$ cat config.mk
export PLATFORM = sky130hd
export DESIGN_NAME = vfimm_merge
export DESIGN_NICKNAME = d
export VERILOG_FILES = /design/src/rtl/vfimm_pkg.sv /design/src/rtl/vfimm_decode.sv /design/src/rtl/vfimm_expand.sv /design/src/rtl/vfimm_lane_merge.sv /design/src/rtl/vfimm_merge.sv
export SDC_FILE = /design/constraint.sdc
export NUM_CORES = 1
export LEC_CHECK = 0
export ABC_AREA = 1
export CAP_MARGIN = 5
export CELL_PAD_IN_SITES_DETAIL_PLACEMENT = 0
export CELL_PAD_IN_SITES_GLOBAL_PLACEMENT = 1
export CORE_AREA = 2 2 228 230
export DETAILED_ROUTE_END_ITERATION = 6
export DIE_AREA = 0 0 230 232
export DONT_BUFFER_PORTS = 1
export GPL_TIMING_DRIVEN = 1
export PLACE_DENSITY_LB_ADDON = 0.1
export SYNTH_ARGS = -nofsm -noshare
export SYNTH_HDL_FRONTEND = slang
export SYNTH_SLANG_ARGS = --single-unit
$ cat constraint.sdc
create_clock -name clk -period 0.8 [get_ports clk]
set_input_delay 0.08 -clock clk [delete_from_list [all_inputs] [get_ports clk]]
set_output_delay 0.08 -clock clk [all_outputs]
set_load 0.05 [all_outputs]
$ cat src/rtl/vfimm_pkg.sv
package vfimm_pkg;

    localparam logic [7:0] OPC_HI  = 8'b0000_0101;
    localparam logic [1:0] OPC_MID = 2'b01;
    localparam logic [2:0] OPC_LO  = 3'b110;

    typedef enum logic [1:0] {
        SZ_RSVD   = 2'b00,
        SZ_HALF   = 2'b01,
        SZ_SINGLE = 2'b10,
        SZ_DOUBLE = 2'b11
    } lane_sz_e;

    typedef struct packed {
        logic     hit;
        logic     rsvd;
        lane_sz_e size;
        logic [3:0] pg;
        logic [7:0] imm;
        logic [4:0] zd;
    } dec_t;

endpackage

$ cat src/rtl/vfimm_decode.sv
module vfimm_decode
    import vfimm_pkg::*;
(
    input  logic [31:0] instr,
    output dec_t        dec
);
    always_comb begin
        dec.hit  = (instr[31:24] == OPC_HI) && (instr[21:20] == OPC_MID)
                   && (instr[15:13] == OPC_LO);
        dec.size = lane_sz_e'(instr[23:22]);
        dec.rsvd = (instr[23:22] == SZ_RSVD);
        dec.pg   = instr[19:16];
        dec.imm  = instr[12:5];
        dec.zd   = instr[4:0];
    end
endmodule

$ cat src/rtl/vfimm_expand.sv
module vfimm_expand #(
    parameter int EXPW  = 8,
    parameter int FRACW = 23,
    localparam int W    = 1 + EXPW + FRACW
) (
    input  logic [7:0]   imm8,
    output logic [W-1:0] fp_out
);
    // sign | ~b6, b6 repeated, b5:b4 | b3:b0, zero fill
    always_comb begin
        fp_out = {imm8[7], ~imm8[6], {(EXPW-3){imm8[6]}}, imm8[5:4],
                  imm8[3:0], {(FRACW-4){1'b0}}};
    end
endmodule

$ cat src/rtl/vfimm_lane_merge.sv
module vfimm_lane_merge #(
    parameter int VLEN = 256,
    parameter int EW   = 32,
    localparam int NLANE = VLEN / EW,
    localparam int GRP   = EW / 8
) (
    input  logic [VLEN/8-1:0] pred,
    input  logic [VLEN-1:0]   old_vec,
    input  logic [EW-1:0]     fill,
    output logic [VLEN-1:0]   merged
);
    // only the lowest bit of each byte group steers a lane
    logic unused_pred_grp;
    assign unused_pred_grp = ^pred;

    for (genvar e = 0; e < NLANE; e++) begin : g_lane
        assign merged[e*EW +: EW] = pred[e*GRP] ? fill : old_vec[e*EW +: EW];
    end
endmodule

$ cat src/rtl/vfimm_merge.sv
module vfimm_merge
    import vfimm_pkg::*;
#(
    parameter int VLEN = 256
) (
    input  logic              clk,
    input  logic              rst_n,
    input  logic              in_valid,
    input  logic [31:0]       instr,
    input  logic [VLEN-1:0]   dst_old,
    input  logic [VLEN/8-1:0] pred,
    output logic              out_valid,
    output logic              out_undef,
    output logic [VLEN-1:0]   result,
    output logic [4:0]        dst_idx,
    output logic [3:0]        pred_idx
);
    typedef struct packed {
        logic            vld;
        logic            undef;
        logic [4:0]      zd;
        logic [3:0]      pg;
        logic [VLEN-1:0] vec;
    } st_t;

    dec_t            dec;
    logic [VLEN-1:0] cand [1:3];
    st_t             st_d, st_q;

    vfimm_decode i_dec (.instr(instr), .dec(dec));

    for (genvar g = 1; g <= 3; g++) begin : g_width
        localparam int EW   = 8 << g;
        localparam int EXPW = (g == 1) ? 5 : ((g == 2) ? 8 : 11);
        localparam int FRW  = EW - 1 - EXPW;
        logic [EW-1:0] konst;

        vfimm_expand #(.EXPW(EXPW), .FRACW(FRW)) i_exp (
            .imm8   (dec.imm),
            .fp_out (konst)
        );
        vfimm_lane_merge #(.VLEN(VLEN), .EW(EW)) i_mrg (
            .pred    (pred),
            .old_vec (dst_old),
            .fill    (konst),
            .merged  (cand[g])
        );
    end

    always_comb begin
        st_d       = st_q;
        st_d.vld   = 1'b0;
        st_d.undef = 1'b0;
        if (in_valid) begin
            st_d.vld   = dec.hit;
            st_d.undef = dec.hit && dec.rsvd;
            st_d.zd    = dec.zd;
            st_d.pg    = dec.pg;
            st_d.vec   = dst_old;
            if (dec.hit) begin
                unique case (dec.size)
                    SZ_HALF:   st_d.vec = cand[1];
                    SZ_SINGLE: st_d.vec = cand[2];
                    SZ_DOUBLE: st_d.vec = cand[3];
                    default:   st_d.vec = dst_old;
                endcase
            end
        end
    end

    always_ff @(posedge clk or negedge rst_n) begin
        if (!rst_n) st_q <= '0;
        else        st_q <= st_d;
    end

    assign out_valid = st_q.vld;
    assign out_undef = st_q.undef;
    assign result    = st_q.vec;
    assign dst_idx   = st_q.zd;
    assign pred_idx  = st_q.pg;
endmodule

# Yosys cells after proc, flatten, opt, wreduce, memory -nomap -nowiden
# Cells that the tools add are included.
[totals]
regBits = 267
inputBits = 323
wordCells = 47
[classes]
n_eq_ne = 6
muxes = 31
bitwise = 1
reduce_logical = 4
[ops]
columns = ["op", "count"]
rows = [
  ["256-bit case mux with 3 select lines", 1],
  ["267-bit 2-to-1 mux", 1],
  ["16-bit 2-to-1 mux", 16],
  ["256-bit 2-to-1 mux", 1],
  ["32-bit 2-to-1 mux", 8],
  ["64-bit 2-to-1 mux", 4],
  ["8-bit by 3-bit == test with 1-bit output (second input constant)", 1],
  ["2-bit by 1-bit == test with 1-bit output (second input constant)", 2],
  ["2-bit == test (second input constant)", 2],
  ["3-bit == test (second input constant)", 1],
  ["1-bit logical AND", 3],
  ["2-bit logical NOT", 1],
  ["1-bit NOT", 1],
]

# Logic depth before layout (Yosys ltp)
[depth]
word_depth = 5
mapped_depth = 12

# Hierarchy
# From an unflattened synthesis, not the netlist that was laid out.
[hier_totals]
hier_cells = 6590
hier_area_um2 = 33574.7
[modules_own_cells]
columns = ["mod", "instances", "cells_each", "area_per_inst_um2", "seq_area_each_um2"]
rows = [
  ["vfimm_merge", 1, 3887, 21420.5, 6681.4],
  ["vfimm_lane_merge (g_width[2].i_mrg)", 1, 864, 3987.6, 0.0],
  ["vfimm_lane_merge (g_width[1].i_mrg)", 1, 864, 3759.9, 0.0],
  ["vfimm_lane_merge (g_width[3].i_mrg)", 1, 824, 3355.7, 0.0],
  ["vfimm_expand (g_width[3].i_exp)", 1, 65, 480.5, 0.0],
  ["vfimm_expand (g_width[2].i_exp)", 1, 33, 240.2, 0.0],
  ["vfimm_decode", 1, 36, 210.2, 0.0],
  ["vfimm_expand (g_width[1].i_exp)", 1, 17, 120.1, 0.0],
]

# Worst setup path after synthesis
# No wires, ideal clock.
[synth_timing]
path_kind = "input to register"
from = "input port instr[22]"
to = "register st_q (netlist bit result[32])"
setup_ps = 118
t_arrival_ps = 1103
slack_ps = -420
cell_stages = 11
path_buffers = 2
cell_sequence = "buf_4 > inv_2 > nand2_2 > inv_2 > buf_4 > nor2_2 > inv_1 > a21oi_1 > nand2_1 > nand2_1 > nand2_1"
[synth_between]
elab_chain_len = 3
[synth_rtl]
columns = ["element", "line", "rtl"]
rows = [
  ["start: declaration", "vfimm_merge.sv:9", "input logic [31:0] instr,"],
  ["2-bit == test / 2-bit by 1-bit == test with 1-bit output (equally long branches)", "vfimm_merge.sv:61", "unique case (dec.size)"],
  ["256-bit case mux with 3 select lines *", "vfimm_merge.sv:61", ""],
  ["256-bit 2-to-1 mux *", "vfimm_merge.sv:60", "if (dec.hit) begin"],
  ["end signal: assignment", "vfimm_merge.sv:73", "else st_q <= st_d;"],
  ["end: declaration", "vfimm_merge.sv:28", "st_t st_d, st_q;"],
]
# Mark *: on every way between the ends. The rest lies on a longest branch, timed or not.
# A chain may end at the register's enable or synchronous reset.

# Final worst setup path
[layout_timing]
from = "register st_q (netlist bit result[249])"
to = "output port result[249]"
[layout_rtl]
columns = ["element", "line", "rtl"]
rows = [
  ["end: declaration", "vfimm_merge.sv:14", "output logic [VLEN-1:0] result,"],
]
# No word-level cell between the ends.

==> PnR_summary.wiki <==
{| class="wikitable"
! Metric !! Value
|-
| Non-filler cells, final || between 4000 and 5000
|-
| Num CTS Buffers || 35
|-
| Maximum count of clock buffers along a single path || 3
|-
| Yosys top cell by area || sky130_fd_sc_hd__dfrtp_1
|-
| Final Net Count || 4042
|-
| Number of H-tree levels || 2
|-
| Number of slew-limit violations in the final report || 0
|-
| Via count of the first global-routing pass || 22000
|-
| IO Port Bufs || 0
|-
| Number of gates on the worst path with buffers counted || 1
|-
| IR drop worst, VDD || roughly 1.3 mV
|-
| Combinational share of power || 31.8%
|-
| Number of cell instances on the worst register-to-register path || 4
|-
| Area share of the largest cell type after synthesis || 36.1%
|-
| Violated checks || hold timing, setup timing
|-
| Status || finished with violations
|-
| Data required time of the worst path || 0.72 ns
|-
| Maximum capacitance violations || 0
|-
| Die outline area || between 0.05 and 0.06 mm²
|-
| Routed vias || 23300
|-
| Most used flip-flop cell after synthesis || sky130_fd_sc_hd__dfrtp_1
|-
| Number of synthesized register bits || 267
|-
| Switching pwr || 16.8 mW
|-
| Unrepaired setup endpoints after global routing || yes
|-
| Syn Nets || 3483
|-
| Sw Ratio || 35.9%
|-
| Core area || between 0.05 and 0.06 mm²
|-
| Final Hold Fails || 483
|-
| Mapped cell area || 0.0185 mm²
|-
| Clock tree from TritonCTS || done
|-
| Xor/xnor cell area share of the yosys netlist || 0%
|-
| DP Wirelength || 62400 µm
|-
| Largest delay contributor family on the critical path || flip-flops
|-
| Critical Path AT || 1.20 ns
|-
| Avg Cell Area, Syn || 5.86 µm²
|-
| Share of cells above drive strength 1 || 24.0%
|-
| Most common cell in the synthesized netlist || sky130_fd_sc_hd__nand2_1
|-
| Global-route total usage across every layer || 33.0%
|-
| Compound-cell area share of the yosys netlist || about 8.6%
|-
| Seq pwr share || between 30% and 40%
|-
| Setup TNS || -137.89 ns
|-
| Clock network latency to the later pin of the worst-skew pair || approximately 0.54 ns
|-
| Leakage power total || between 15 and 20 nW
|-
| Initial antenna violation count || 6
|-
| Max stage delay on crit path || 0.45 ns
|-
| List of most frequent post-synthesis cells || sky130_fd_sc_hd__nand2_1, sky130_fd_sc_hd__nand3_1, sky130_fd_sc_hd__dfrtp_1
|-
| I/O pin count || 590
|-
| Weighted congestion at the end of routability-driven global placement || 0.905
|-
| Highest achievable clock rate || 0.784 GHz
|-
| Final count of negative-setup-slack endpoints || between 500 and 600
|-
| First-pass GRT wire length || 136000 µm
|-
| Slowest-stage cell, CP || sky130_fd_sc_hd__dfrtp_1
|-
| Share of the yosys chip area belonging to registers || 36.1%
|-
| Number of placement rows || 83
|-
| Areal power density over the cells || 1620 mW/mm²
|-
| Number of placed instances, taps included || 4074
|-
| Adder-cell area share of the yosys netlist || 0%
|-
| Die X-Extent || 230 µm
|-
| Final global-route overflow total || 0
|-
| CTS clk-pin slew, worst paths || around 0.060 ns
|-
| Main area contributors after synthesis || sky130_fd_sc_hd__dfrtp_1, sky130_fd_sc_hd__nand2_1, sky130_fd_sc_hd__nand3_1, sky130_fd_sc_hd__o21ai_0, sky130_fd_sc_hd__inv_1
|-
| Count of clock tree sinks || 267
|-
| Post-synthesis to final-layout area growth || 56.7%
|-
| Relative max-transition margin || 41.0%
|-
| Worst hold slack after final layout || -0.761 ns
|-
| Clock root buffer || sky130_fd_sc_hd__clkbuf_16
|-
| Buffers and inverters on the worst path || 1
|-
| Largest family of logic cells by synthesized area || simple AND/OR/NAND/NOR gates
|-
| Layout Utilization || between 50% and 60%
|-
| Post-route clock skew || 0 ns
|-
| Post-synthesis async set-or-reset flop share || 100%
|-
| Total internal power || 30.1 mW
|-
| Simple-gate area share of the yosys netlist || about 46%
|-
| Chip height || 232 µm
|-
| Multiplexer share of the synthesized area || 0%
|-
| Crit path cell chain || buf_6
|-
| Number of enable flip-flop cells after synthesis || 0
|-
| Initial Utilization || 36.4%
|-
| Average detailed-routed wire length per instance || 21.4 µm
|-
| Total Routed Length || 94700 µm
|-
| Setup slack of the critical path after layout || -0.476 ns
|-
| Path category of the worst min-delay check || input port to asynchronous set/reset pin
|-
| Relative contribution of the clock network to total power || 34.6%
|-
| Count of nets left with antenna violations after detail routing || 0
|-
| # DRC || 0
|-
| Vias per cell || 5.25
|-
| Maximum number of pins on one net before global-route repair || 270
|-
| Worst setup path category || flip-flop to output port
|-
| Placed cell areas || 0.0229 mm²
|-
| Share of the clock period used by the worst path after layout || 159%
|-
| Fin area || just under 0.03 mm²
|-
| Kind of capture point of the worst setup path || output port
|-
| Worst-path maximum fanout || 2
|-
| Fin crit period || 1.28 ns
|-
| Number of different library cells in the post-synthesis netlist || 22
|-
| Kind of start point of the critical path || flip-flop
|-
| Initial DRC Count || 1881
|-
| Warning count from the yosys run || 0
|-
| DR pass1 iterations || 5
|-
| Worst-Margin Slew || ~0.89 ns
|-
| Post-Synthesis Cells || roughly 3200
|}
## power groups by stage
stage               Sequential, mW  Clock, mW  Combinational [mW]
floorplan                     19.8          0                4.38
global placement              15.7          0                12.2
detailed placement            15.7          0                12.3
CTS                           15.7       16.5                14.0
global route                  15.8       16.9                15.9
finish                        15.8       16.2                14.9
## cell usage in the layout (no fill, tap or decap), drive strengths merged
master	n
a21oi	130
diode	4
nand2	1556
dlymetal6s4s	3
nand4	3
bufinv	1
nor2	227
inv	231
a22oi	1
o21ai	182
o21bai	2
nor3	14
nand3	337
clkinv	4
buf	566
clkbuf	70
clkinvlp	1
dlygate4sd3	148
o22ai	1
dfrtp	267
## through the flow
step	power (mW)	worst slack, ns
floorplan	24.2	-0.394
global placement	27.9	-0.597
detailed placement	28.0	-0.608
CTS	46.2	-0.484
global route	48.7	-0.483
finish	46.9	-0.476
## routing by layer
| layer | GRT usage, % | wire, µm | vias to the layer above |
|---|---|---|---|
| met5 | 0 | 14 | - |
| met4 | 12.5 | 3790 | 4 |
| met3 | 8.42 | 8270 | 200 |
| met2 | 54.3 | 44400 | 1045 |
| met1 | 41.6 | 38200 | 11100 |
| li1 | - | - | 10900 |
## sequential cells by signal, summed over array words and instances, names as in the netlist
register	count
pred_idx	4
out_valid	1
out_undef	1
dst_idx	5
result	256
## path summary, 6_finish.rpt
kind,startpoint,to,slack [ns]
max,result[249],result[249],-0.48
min,rst_n,result[39],-0.76
max reg2reg,result[1],result[1],-0.08
min reg2reg,pred_idx[1],pred_idx[1],0.49
max in group asynchronous,rst_n,result[247],0.82
min in group clk,in_valid,result[101],-0.28
## kinds of logic after synthesis
kind of cell	Yosys count
flip-flops	267
AND/OR/NAND/NOR	2137
buffers and inverters	440
AO/OA/AOI/OAI	316
## what timing repair did
| action | in CTS | in global routing |
|---|---|---|
| endpoints found under the hold margin | 533 | 532 |
| pin swaps | 1 | 57 |
| cloned | 1 | 17 |
| gates resized for setup | 268 | 304 |
| endpoints found under the setup margin | 288 | 418 |
| setup buffers | 55 | 75 |
| hold buffers | 124 | 27 |
## worst register-to-register path: cells and delay by family, from the launching register on
family	cells	cell delay (ns)
AO/OA/AOI/OAI	1	0.06
buffers and inverters	2	0.26
flip-flops	1	0.40
AND/OR/NAND/NOR	1	0.05
## final cells by class
type	instances	area, µm²
Clock inverter	6	57.6
Inverter	231	932
Fill cell	4763	21800
Tap cell	680	851
Timing Repair Buffer	731	7990
Multi-Input combinational cell	2453	11400
Antenna cell	4	10.0
Clock buffer	56	1090
Sequential cell	267	6700
Note: power is estimated with default switching activity, not from simulation.
